<file path="src/rtl/tap_xscan_pkg.sv">
`timescale 1ns/1ps
package tap_xscan_pkg;

  typedef enum logic [3:0] {
    ST_EX2_DR   = 4'h0,
    ST_EX1_DR   = 4'h1,
    ST_SHIFT_DR = 4'h2,
    ST_PAUSE_DR = 4'h3,
    ST_SEL_IR   = 4'h4,
    ST_UPD_DR   = 4'h5,
    ST_CAP_DR   = 4'h6,
    ST_SEL_DR   = 4'h7,
    ST_EX2_IR   = 4'h8,
    ST_EX1_IR   = 4'h9,
    ST_SHIFT_IR = 4'hA,
    ST_PAUSE_IR = 4'hB,
    ST_IDLE     = 4'hC,
    ST_UPD_IR   = 4'hD,
    ST_CAP_IR   = 4'hE,
    ST_RESET    = 4'hF
  } tap_state_e;

  // One controller step for a given TMS level.
  function automatic tap_state_e tap_next(input tap_state_e cur, input logic mode);
    tap_state_e nxt;
    case (cur)
      ST_RESET:    nxt = mode ? ST_RESET    : ST_IDLE;
      ST_IDLE:     nxt = mode ? ST_SEL_DR   : ST_IDLE;
      ST_SEL_DR:   nxt = mode ? ST_SEL_IR   : ST_CAP_DR;
      ST_CAP_DR:   nxt = mode ? ST_EX1_DR   : ST_SHIFT_DR;
      ST_SHIFT_DR: nxt = mode ? ST_EX1_DR   : ST_SHIFT_DR;
      ST_EX1_DR:   nxt = mode ? ST_UPD_DR   : ST_PAUSE_DR;
      ST_PAUSE_DR: nxt = mode ? ST_EX2_DR   : ST_PAUSE_DR;
      ST_EX2_DR:   nxt = mode ? ST_UPD_DR   : ST_SHIFT_DR;
      ST_UPD_DR:   nxt = mode ? ST_SEL_DR   : ST_IDLE;
      ST_SEL_IR:   nxt = mode ? ST_RESET    : ST_CAP_IR;
      ST_CAP_IR:   nxt = mode ? ST_EX1_IR   : ST_SHIFT_IR;
      ST_SHIFT_IR: nxt = mode ? ST_EX1_IR   : ST_SHIFT_IR;
      ST_EX1_IR:   nxt = mode ? ST_UPD_IR   : ST_PAUSE_IR;
      ST_PAUSE_IR: nxt = mode ? ST_EX2_IR   : ST_PAUSE_IR;
      ST_EX2_IR:   nxt = mode ? ST_UPD_IR   : ST_SHIFT_IR;
      default:     nxt = mode ? ST_SEL_DR   : ST_IDLE;
    endcase
    return nxt;
  endfunction

endpackage

</file>
<file path="src/rtl/tap_pin_sync.sv">
`timescale 1ns/1ps
module tap_pin_sync #(
  parameter int STAGES = 2,
  parameter int W      = 5
) (
  input  logic         clk,
  input  logic         rst,
  input  logic [W-1:0] pin_in,
  output logic [W-1:0] pin_sync
);
  logic [W-1:0] stage_q [STAGES];

  always_ff @(posedge clk) begin
    if (rst) begin
      for (int i = 0; i < STAGES; i++) stage_q[i] <= '0;
    end else begin
      stage_q[0] <= pin_in;
      for (int i = 1; i < STAGES; i++) stage_q[i] <= stage_q[i-1];
    end
  end

  assign pin_sync = stage_q[STAGES-1];
endmodule

</file>
<file path="src/rtl/tap_clk_phase.sv">
`timescale 1ns/1ps
module tap_clk_phase (
  input  logic clk,
  input  logic rst,
  input  logic tck_s,
  input  logic shift_gate,
  output logic tck_rise,
  output logic tck_fall,
  output logic ph1,
  output logic ph2,
  output logic sh1,
  output logic sh2
);
  logic tck_prev;
  logic hi_steady, lo_steady;

  assign tck_rise  =  tck_s & ~tck_prev;
  assign tck_fall  = ~tck_s &  tck_prev;
  // Both samples must agree, so each edge leaves one clock with both phases low.
  assign hi_steady =  tck_s &  tck_prev;
  assign lo_steady = ~tck_s & ~tck_prev;

  always_ff @(posedge clk) begin
    if (rst) begin
      tck_prev <= 1'b0;
      ph1      <= 1'b0;
      ph2      <= 1'b0;
      sh1      <= 1'b0;
      sh2      <= 1'b0;
    end else begin
      tck_prev <= tck_s;
      ph1      <= hi_steady;
      ph2      <= lo_steady;
      sh1      <= hi_steady & shift_gate;
      sh2      <= lo_steady & shift_gate;
    end
  end
endmodule

</file>
<file path="src/rtl/tap_fsm.sv">
`timescale 1ns/1ps
module tap_fsm
  import tap_xscan_pkg::*;
(
  input  logic       clk,
  input  logic       rst,
  input  logic       trst_s,
  input  logic       tck_rise,
  input  logic       tms_s,
  output tap_state_e state_q
);
  always_ff @(posedge clk) begin
    if (rst || trst_s)  state_q <= ST_RESET;
    else if (tck_rise)  state_q <= tap_next(state_q, tms_s);
  end
endmodule

</file>
<file path="src/rtl/tap_data_path.sv">
`timescale 1ns/1ps
module tap_data_path
  import tap_xscan_pkg::*;
#(
  parameter int                ID_W        = 32,
  parameter int                IR_W        = 4,
  parameter int                SEL_W       = 4,
  parameter logic [SEL_W-1:0]  EXT_CHAIN   = 3,
  parameter logic [IR_W-1:0]   OP_EXTEST   = 4'h0,
  parameter logic [IR_W-1:0]   OP_SCAN_SEL = 4'h2,
  parameter logic [IR_W-1:0]   OP_INTEST   = 4'hC,
  parameter logic [IR_W-1:0]   OP_IDCODE   = 4'hE
) (
  input  logic             clk,
  input  logic             rst,
  input  logic             tck_rise,
  input  logic             tck_fall,
  input  tap_state_e       state,
  input  logic             tdi_s,
  input  logic             xso_s,
  input  logic [ID_W-1:0]  dev_id,
  output logic             tdo,
  output logic             tdo_oe,
  output logic [SEL_W-1:0] chain_q,
  output logic             xchain_si
);
  logic [IR_W-1:0]  ir_q, ir_sr;
  logic [ID_W-1:0]  id_sr;
  logic [SEL_W-1:0] sel_sr;
  logic             byp_q, ext_q;
  logic             dr_bit;

  always_comb begin
    if (ir_q == OP_IDCODE)                             dr_bit = id_sr[0];
    else if (ir_q == OP_SCAN_SEL)                      dr_bit = sel_sr[0];
    else if ((ir_q == OP_EXTEST) || (ir_q == OP_INTEST))
                                                       dr_bit = (chain_q == EXT_CHAIN) ? ext_q : byp_q;
    else                                               dr_bit = byp_q;
  end

  always_ff @(posedge clk) begin
    if (rst) begin
      ir_q      <= OP_IDCODE;
      ir_sr     <= OP_IDCODE;
      chain_q   <= '0;
      id_sr     <= '0;
      sel_sr    <= '0;
      byp_q     <= 1'b0;
      ext_q     <= 1'b0;
      tdo       <= 1'b0;
      tdo_oe    <= 1'b0;
      xchain_si <= 1'b0;
    end else begin
      xchain_si <= tdi_s;
      if (state == ST_RESET) begin
        ir_q    <= OP_IDCODE;
        chain_q <= '0;
      end
      if (tck_rise) begin
        case (state)
          ST_CAP_IR:   ir_sr <= OP_IDCODE;
          ST_SHIFT_IR: ir_sr <= {tdi_s, ir_sr[IR_W-1:1]};
          ST_UPD_IR:   ir_q  <= ir_sr;
          ST_CAP_DR: begin
            id_sr  <= dev_id;
            byp_q  <= 1'b0;
            sel_sr <= chain_q;
            ext_q  <= xso_s;
          end
          ST_SHIFT_DR: begin
            id_sr  <= {tdi_s, id_sr[ID_W-1:1]};
            sel_sr <= {tdi_s, sel_sr[SEL_W-1:1]};
            byp_q  <= tdi_s;
            ext_q  <= xso_s;
          end
          ST_UPD_DR: if (ir_q == OP_SCAN_SEL) chain_q <= sel_sr;
          default: ;
        endcase
      end
      if (tck_fall) begin
        case (state)
          ST_SHIFT_IR: begin tdo <= ir_sr[0]; tdo_oe <= 1'b1; end
          ST_SHIFT_DR: begin tdo <= dr_bit;   tdo_oe <= 1'b1; end
          default:     begin tdo <= 1'b0;     tdo_oe <= 1'b0; end
        endcase
      end
    end
  end
endmodule

</file>
<file path="src/rtl/tap_xscan_ctrl.sv">
`timescale 1ns/1ps
module tap_xscan_ctrl
  import tap_xscan_pkg::*;
#(
  parameter int               ID_W        = 32,
  parameter int               IR_W        = 4,
  parameter int               SEL_W       = 4,
  parameter int               SYNC_STAGES = 2,
  parameter logic [SEL_W-1:0] EXT_CHAIN   = 3,
  parameter logic [IR_W-1:0]  OP_EXTEST   = 4'h0,
  parameter logic [IR_W-1:0]  OP_SCAN_SEL = 4'h2,
  parameter logic [IR_W-1:0]  OP_INTEST   = 4'hC,
  parameter logic [IR_W-1:0]  OP_IDCODE   = 4'hE
) (
  input  logic            clk,
  input  logic            rst,
  input  logic            trst,
  input  logic            tck,
  input  logic            tms,
  input  logic            tdi,
  input  logic [ID_W-1:0] dev_id,
  input  logic            xchain_so,
  output logic            tdo,
  output logic            tdo_oe,
  output logic [3:0]      tap_state,
  output logic            ph1,
  output logic            ph2,
  output logic            xshift_clk1,
  output logic            xshift_clk2,
  output logic            xchain_si
);
  localparam int PIN_W = 5;

  logic [PIN_W-1:0] pin_raw, pin_s;
  logic             tck_s, tms_s, tdi_s, xso_s, trst_s;
  logic             tck_rise, tck_fall;
  logic             ext_shift;
  logic [SEL_W-1:0] chain_q;
  tap_state_e       st_q;

  assign pin_raw = {trst, xchain_so, tdi, tms, tck};
  assign {trst_s, xso_s, tdi_s, tms_s, tck_s} = pin_s;

  tap_pin_sync #(.STAGES(SYNC_STAGES), .W(PIN_W)) u_sync (
    .clk      (clk),
    .rst      (rst),
    .pin_in   (pin_raw),
    .pin_sync (pin_s)
  );

  assign ext_shift = (st_q == ST_SHIFT_DR) && (chain_q == EXT_CHAIN);

  tap_clk_phase u_phase (
    .clk        (clk),
    .rst        (rst),
    .tck_s      (tck_s),
    .shift_gate (ext_shift),
    .tck_rise   (tck_rise),
    .tck_fall   (tck_fall),
    .ph1        (ph1),
    .ph2        (ph2),
    .sh1        (xshift_clk1),
    .sh2        (xshift_clk2)
  );

  tap_fsm u_fsm (
    .clk      (clk),
    .rst      (rst),
    .trst_s   (trst_s),
    .tck_rise (tck_rise),
    .tms_s    (tms_s),
    .state_q  (st_q)
  );

  assign tap_state = st_q;

  tap_data_path #(
    .ID_W        (ID_W),
    .IR_W        (IR_W),
    .SEL_W       (SEL_W),
    .EXT_CHAIN   (EXT_CHAIN),
    .OP_EXTEST   (OP_EXTEST),
    .OP_SCAN_SEL (OP_SCAN_SEL),
    .OP_INTEST   (OP_INTEST),
    .OP_IDCODE   (OP_IDCODE)
  ) u_path (
    .clk       (clk),
    .rst       (rst),
    .tck_rise  (tck_rise),
    .tck_fall  (tck_fall),
    .state     (st_q),
    .tdi_s     (tdi_s),
    .xso_s     (xso_s),
    .dev_id    (dev_id),
    .tdo       (tdo),
    .tdo_oe    (tdo_oe),
    .chain_q   (chain_q),
    .xchain_si (xchain_si)
  );
endmodule

</file>
<file path="config.mk">
export PLATFORM = sky130hd
export DESIGN_NAME = tap_xscan_ctrl
export DESIGN_NICKNAME = d
export VERILOG_FILES = /design/src/rtl/tap_xscan_pkg.sv /design/src/rtl/tap_pin_sync.sv /design/src/rtl/tap_clk_phase.sv /design/src/rtl/tap_fsm.sv /design/src/rtl/tap_data_path.sv /design/src/rtl/tap_xscan_ctrl.sv
export SDC_FILE = /design/constraint.sdc
export NUM_CORES = 1
export LEC_CHECK = 0
export CAP_MARGIN = 20
export CORE_ASPECT_RATIO = 1.25
export CORE_MARGIN = 3
export CORE_UTILIZATION = 46
export DETAILED_ROUTE_END_ITERATION = 6
export PLACE_DENSITY = 0.7
export SYNTH_ARGS = -nofsm -noshare
export SYNTH_HDL_FRONTEND = slang
export SYNTH_SLANG_ARGS = --single-unit
</file>
<file path="constraint.sdc">
create_clock -name clk -period 3.7 [get_ports clk]
set_input_delay 0.37 -clock clk [delete_from_list [all_inputs] [get_ports clk]]
set_output_delay 0.37 -clock clk [all_outputs]
set_load 0.05 [all_outputs]
</file>
* Word level (Yosys, flattened, before mapping) *
Memory sizes are Yosys's and may differ from the RTL's.
Index checks and enable logic that the tools add are counted.

word-level totals
  bits in registers = 62
  latch bits = 0
  RAM bits = 10
  ROM bits = 0
  input port bits = 39
  output and inout bits = 11
  word-level logic and storage cells = 93
  memories kept = 1

cells by class
  add/subtract/negate cells = 0
  multiply operators = 0
  divide/modulo/power cells = 0
  magnitude comparators = 0
  eq/ne operators = 18
  shift operators = 0
  mux-type cells = 35
  bitwise logic cells = 10
  reductions and logical operators = 13

memories
  name            depth  bits a word  read ports  clocked after Yosys merged registers in  write ports  RTL line            RTL
  u_sync.stage_q  2      5            2           0                                        2            tap_pin_sync.sv:11  logic [W-1:0] stage_q [STAGES];

operator list
  cell                  number
  $pmux W32 S2          1
  $pmux W4 S11          1
  $eq A4 B4 Y1 const B  9
  $mux W4               8
  $eq A4 B2 Y1 const B  4
  $eq A4 B3 Y1 const B  4
  $pmux W4 S2           2
  $mux W2               6
  $mux W3               4
  $mux W5               2
  $mux W1               9
  $logic_not A4 Y1      2
  $and A1 B1 Y1         6
  $reduce_and A2 Y1     3
  $reduce_or A2 Y1      3
  $eq A4 B1 Y1 const B  1
  $pmux W1 S2           2
  $reduce_bool A2 Y1    2
  $logic_or A1 B1 Y1    2
  $not A1 Y1            2
  $or A1 B1 Y1          2
  $logic_and A1 B1 Y1   1

* Logic depth before layout (Yosys ltp) *
  word-level depth = 6
  depth in mapped cells = 7
  gate-level depth less buffers = 4

* Modules after synthesis *
From an unflattened synthesis, not the netlist that was laid out.

second synthesis, totals
  cells, all modules = 335
  area, all modules = 3029.2 um^2

by module, submodules not included
  module          instances  cells each  area an instance (um^2)  seq. area each (um^2)
  tap_data_path   1          266         2328.5                   1061.0
  tap_pin_sync    1          25          300.3                    200.2
  tap_fsm         1          29          221.5                    80.1
  tap_clk_phase   1          12          158.9                    100.1
  tap_xscan_ctrl  1          3           20.0                     0.0

* Least setup slack after synthesis *
Ideal clock, no wire load.

  kind = reg2reg
  from = register u_fsm.state_q[1]
  to = register u_path.id_sr[10]
  setup time = 0.146 ns
  data arrival time = 1.604 ns
  data required time = 3.554 ns
  setup slack = 1.950 ns
  stages on the path, launching flop included = 5
  path buffers = 1
  period minus slack after synthesis = 1.750 ns
  cell sequence = dfxtp_1 nor4b_4 buf_6 mux2i_1 a211oi_2

on the way
  word-level cells in the longest chain between the ends = 3
  elaborated cells between the ends (all ways) = 5
  those cells by class = eq/ne: 2; mux: 1; reduce/logical: 2

RTL lines
  element                                       RTL line             RTL
  from (decl)                                   tap_fsm.sv:10        output tap_state_e state_q
  from (signal assigned)                        tap_fsm.sv:14        else if (tck_rise) state_q <= tap_next(state_q, tms_s);
  $eq A4 B2 Y1 or $eq A4 B3 Y1 (tied branches)  tap_data_path.sv:60  case (state)
  $reduce_bool A2 Y1 (no line)                  --
  $reduce_and A2 Y1 (no line)                   --
  to (signal assigned)                          tap_data_path.sv:65  id_sr <= dev_id;
  to (signal assigned)                          tap_data_path.sv:71  id_sr <= {tdi_s, id_sr[ID_W-1:1]};
  to (decl)                                     tap_data_path.sv:28  logic [ID_W-1:0] id_sr;

Parallel ways exist; a longest one is shown, timed or not.
A chain may end at the register's enable or synchronous reset.

* Worst setup path in the final report *
  from = register u_fsm.state_q[0]
  to = output port tap_state[0]

RTL lines
  element    RTL line              RTL
  to (decl)  tap_xscan_ctrl.sv:25  output logic [3:0] tap_state,

No word-level cell between the ends.

==> metrics.txt <==
status completed; Max Freq 0.437 GHz; die area 0.00803 mm2; crit path kind flip-flop to output port; Initial DRC Count 103; Hold Fails Final Rpt 0; setup TNS 0 ps; hold wc startpoint rst; Final Util 0.585; flop2flop setup slack 1720 ps; CP Max Fanout 17; number of antenna violations at the first check in global routing 0; TritonCTS clock tree built; Starting Density 0.481; Die X 80.8 um; post-layout minimum cycle time 2290 ps; Worst EP required 3330 ps; ys flop type dfxtp_1; FP Rows 33; Synth warnings 0; WP data arrival 1920 ps; Hold Path Stages 2; I/O Buffers 49; DRC errors left 0; clk sink count 72; CP max stage delay 910 ps; Core Box Area 0.00669 mm2; Slew HR 0.430; DR WL/cell 13.0 um; Final period util 0.618; Final Skew 7.75 ps; RSZ-0062 raised after global routing no; via/cell ratio 5.31; Worst R2R Path Depth 5; Clock transition at path regs 70 ps; largest net degree at the start of global routing 75; count of cell types in the netlist 40; CTS Hold Buffers Added 0; Clock H-tree levels 3; overall routing resource usage 0.163; drt pass-1 iters 5; first-pass GRT wire length 10.4 mm; vias in the first global route 2250; register bit count reported by yosys 72; filler cell count in the final layout 628; Synth async-reset ratio 0; Worst-Margin Slew 855 ps; Reg-to-Reg Start u_fsm.state_q[3]; Post-DRT Antenna Nets 0; insertion delay to the later sink of the worst-skew pair 330 ps; gpl congestion 0.760; Area Overhead vs Synth 21.8%; final setup violation count 0; design area 0.00392 mm2; synthesized cell area 0.00321 mm2; post-CTS sizing 0; io pins 50; Max Slew Vio Count 0; min-delay worst type input port to flip-flop; max-cap check violation count 0; root buffer cell clkbuf_8; crit-path cells clkdlybuf4s50_1; crit path buf inv count 1; Critical Path Start Type flip-flop; PwrDens 395 mW/mm2; R2R Path End u_path.id_sr[16]; share of layout cells above drive strength 1 0.155; share of the yosys chip area belonging to registers 0.448; die span in y 99.5 um; Vias 2413; Antenna diodes 0; remaining global-route overflow 0; post-CTS setup buffers 0; CP delay by family, top buffers and inverters; total CTS buffers 9; Final #Nets 401; number of synthesized flops with an enable pin 0; Worst Hold Path EP u_path.tdo_oe; Syn Inst Count 322; Routed WL 5.91 mm; slowest CP cell clkdlybuf4s50_1; VDD IR max 0.279 mV; Leakage 1.28 nW; Max Root-Sink Buffers 2; Final HPWL DP 4.09 mm; Synth Area per Inst 9.98 um2; Area after DPL 0.00370 mm2; CP endpoint kind output port; syn_nets 361
==> flip-flops by register name, indices dropped and copies added, names as in the netlist, 4 cells and up <==
| name | count |
|---|---|
| u_path.id_sr | 32 |
| u_sync.stage_q | 10 |
| u_fsm.state_q | 4 |
| u_path.chain_q | 4 |
| u_path.ir_q | 4 |
| u_path.ir_sr | 4 |
| u_path.sel_sr | 4 |
==> routing by layer <==
layer  global-route usage  share of wire
met4               0.0624          0.014
met3               0.0408          0.039
met2                0.256           0.49
met1                0.215           0.45
met5                    0              0
==> final cells by class <==
class	instances	area, um2	share of cell area
Sequential cell	72	1440	0.368
Timing Repair Buffer	53	515	0.132
Multi-Input combinational cell	224	1620	0.415
Inverter	2	7.51	0.00192
Clock buffer	14	183	0.0467
Tap cell	87	109	0.0278
Clock inverter	2	35.0	0.00895
==> logic make-up (layout without fill, tap and decap cells) <==
kind of cell / after synthesis / in the layout / share of synthesized area
and+or+nand+nor: 117 / 117 / 0.190
DFF: 72 / 72 / 0.448
AOI/OAI and AO/OA: 70 / 70 / 0.200
muxes: 36 / 36 / 0.112
buffers and inverters: 26 / 71 / 0.0467
xor gates and xnor gates: 1 / 1 / 0.00273
==> cells in the final DEF (no fill, tap or decap), types with 2 or more instances in the layout <==
| cell type | instances |
|---|---|
| a31oi_1 | 4 |
| nor2b_1 | 13 |
| nor3b_1 | 2 |
| clkdlybuf4s50_1 | 48 |
| a21o_1 | 2 |
| nor3_1 | 7 |
| a211oi_2 | 34 |
| mux2i_1 | 36 |
| nand2_1 | 12 |
| a311o_1 | 2 |
| nand3b_1 | 3 |
| o21ai_0 | 15 |
| inv_1 | 2 |
| buf_4 | 4 |
| nand2b_1 | 5 |
| nand4b_1 | 2 |
| and3_1 | 4 |
| nand3_1 | 8 |
| clkbuf_8 | 13 |
| nor2_1 | 49 |
| and4_1 | 2 |
| dfxtp_1 | 72 |
| a21oi_1 | 8 |
==> synthesized netlist by cell type, types with 5 or more instances <==
cell,number,area share
a211oi_2,34,0.13
a21oi_1,8,0.012
and3_1,5,0.0097
buf_2,6,0.0093
buf_6,5,0.018
clkbuf_1,9,0.011
dfxtp_1,72,0.45
mux2i_1,36,0.11
nand2_1,12,0.014
nand2b_1,5,0.0097
nand3_1,8,0.012
nor2_1,49,0.057
nor2b_1,13,0.025
nor3_1,7,0.011
o21ai_0,15,0.023
==> power breakdown <==
| group | switching [W] | total, W | internal [W] |
|---|---|---|---|
| sequential | 0.00000917 | 0.000792 | 0.000783 |
| clock | 0.000266 | 0.000650 | 0.000385 |
| combinational | 0.0000479 | 0.000104 | 0.0000558 |
| total | 0.000323 | 0.00155 | 0.00122 |
==> how the worst max path moves through the flow <==
stage,start,endpoint,cells after the start
detailed placement,u_fsm.state_q[3],u_path.ext_q,5
floorplan,u_fsm.state_q[1],u_path.id_sr[10],4
CTS,u_fsm.state_q[0],tap_state[0],1
global route,u_fsm.state_q[3],tap_state[3],1
global placement,u_fsm.state_q[3],u_path.ext_q,5
finish,u_fsm.state_q[0],tap_state[0],1
==> through the flow <==
stage / total power, W / std cells / setup slack [ps] / hold WS (ps)
2_1_floorplan: 0.000860 / 322 / 1950 / 414
3_3_place_gp: 0.000914 / 438 / 1760 / 417
3_5_place_dp: 0.000914 / 438 / 1720 / 422
4_1_cts: 0.00157 / 454 / 1410 / 393
5_1_grt: 0.00161 / 454 / 1290 / 405
6_report: 0.00155 / 454 / 1410 / 413
No activity file was read; power rests on OpenSTA's default activity.
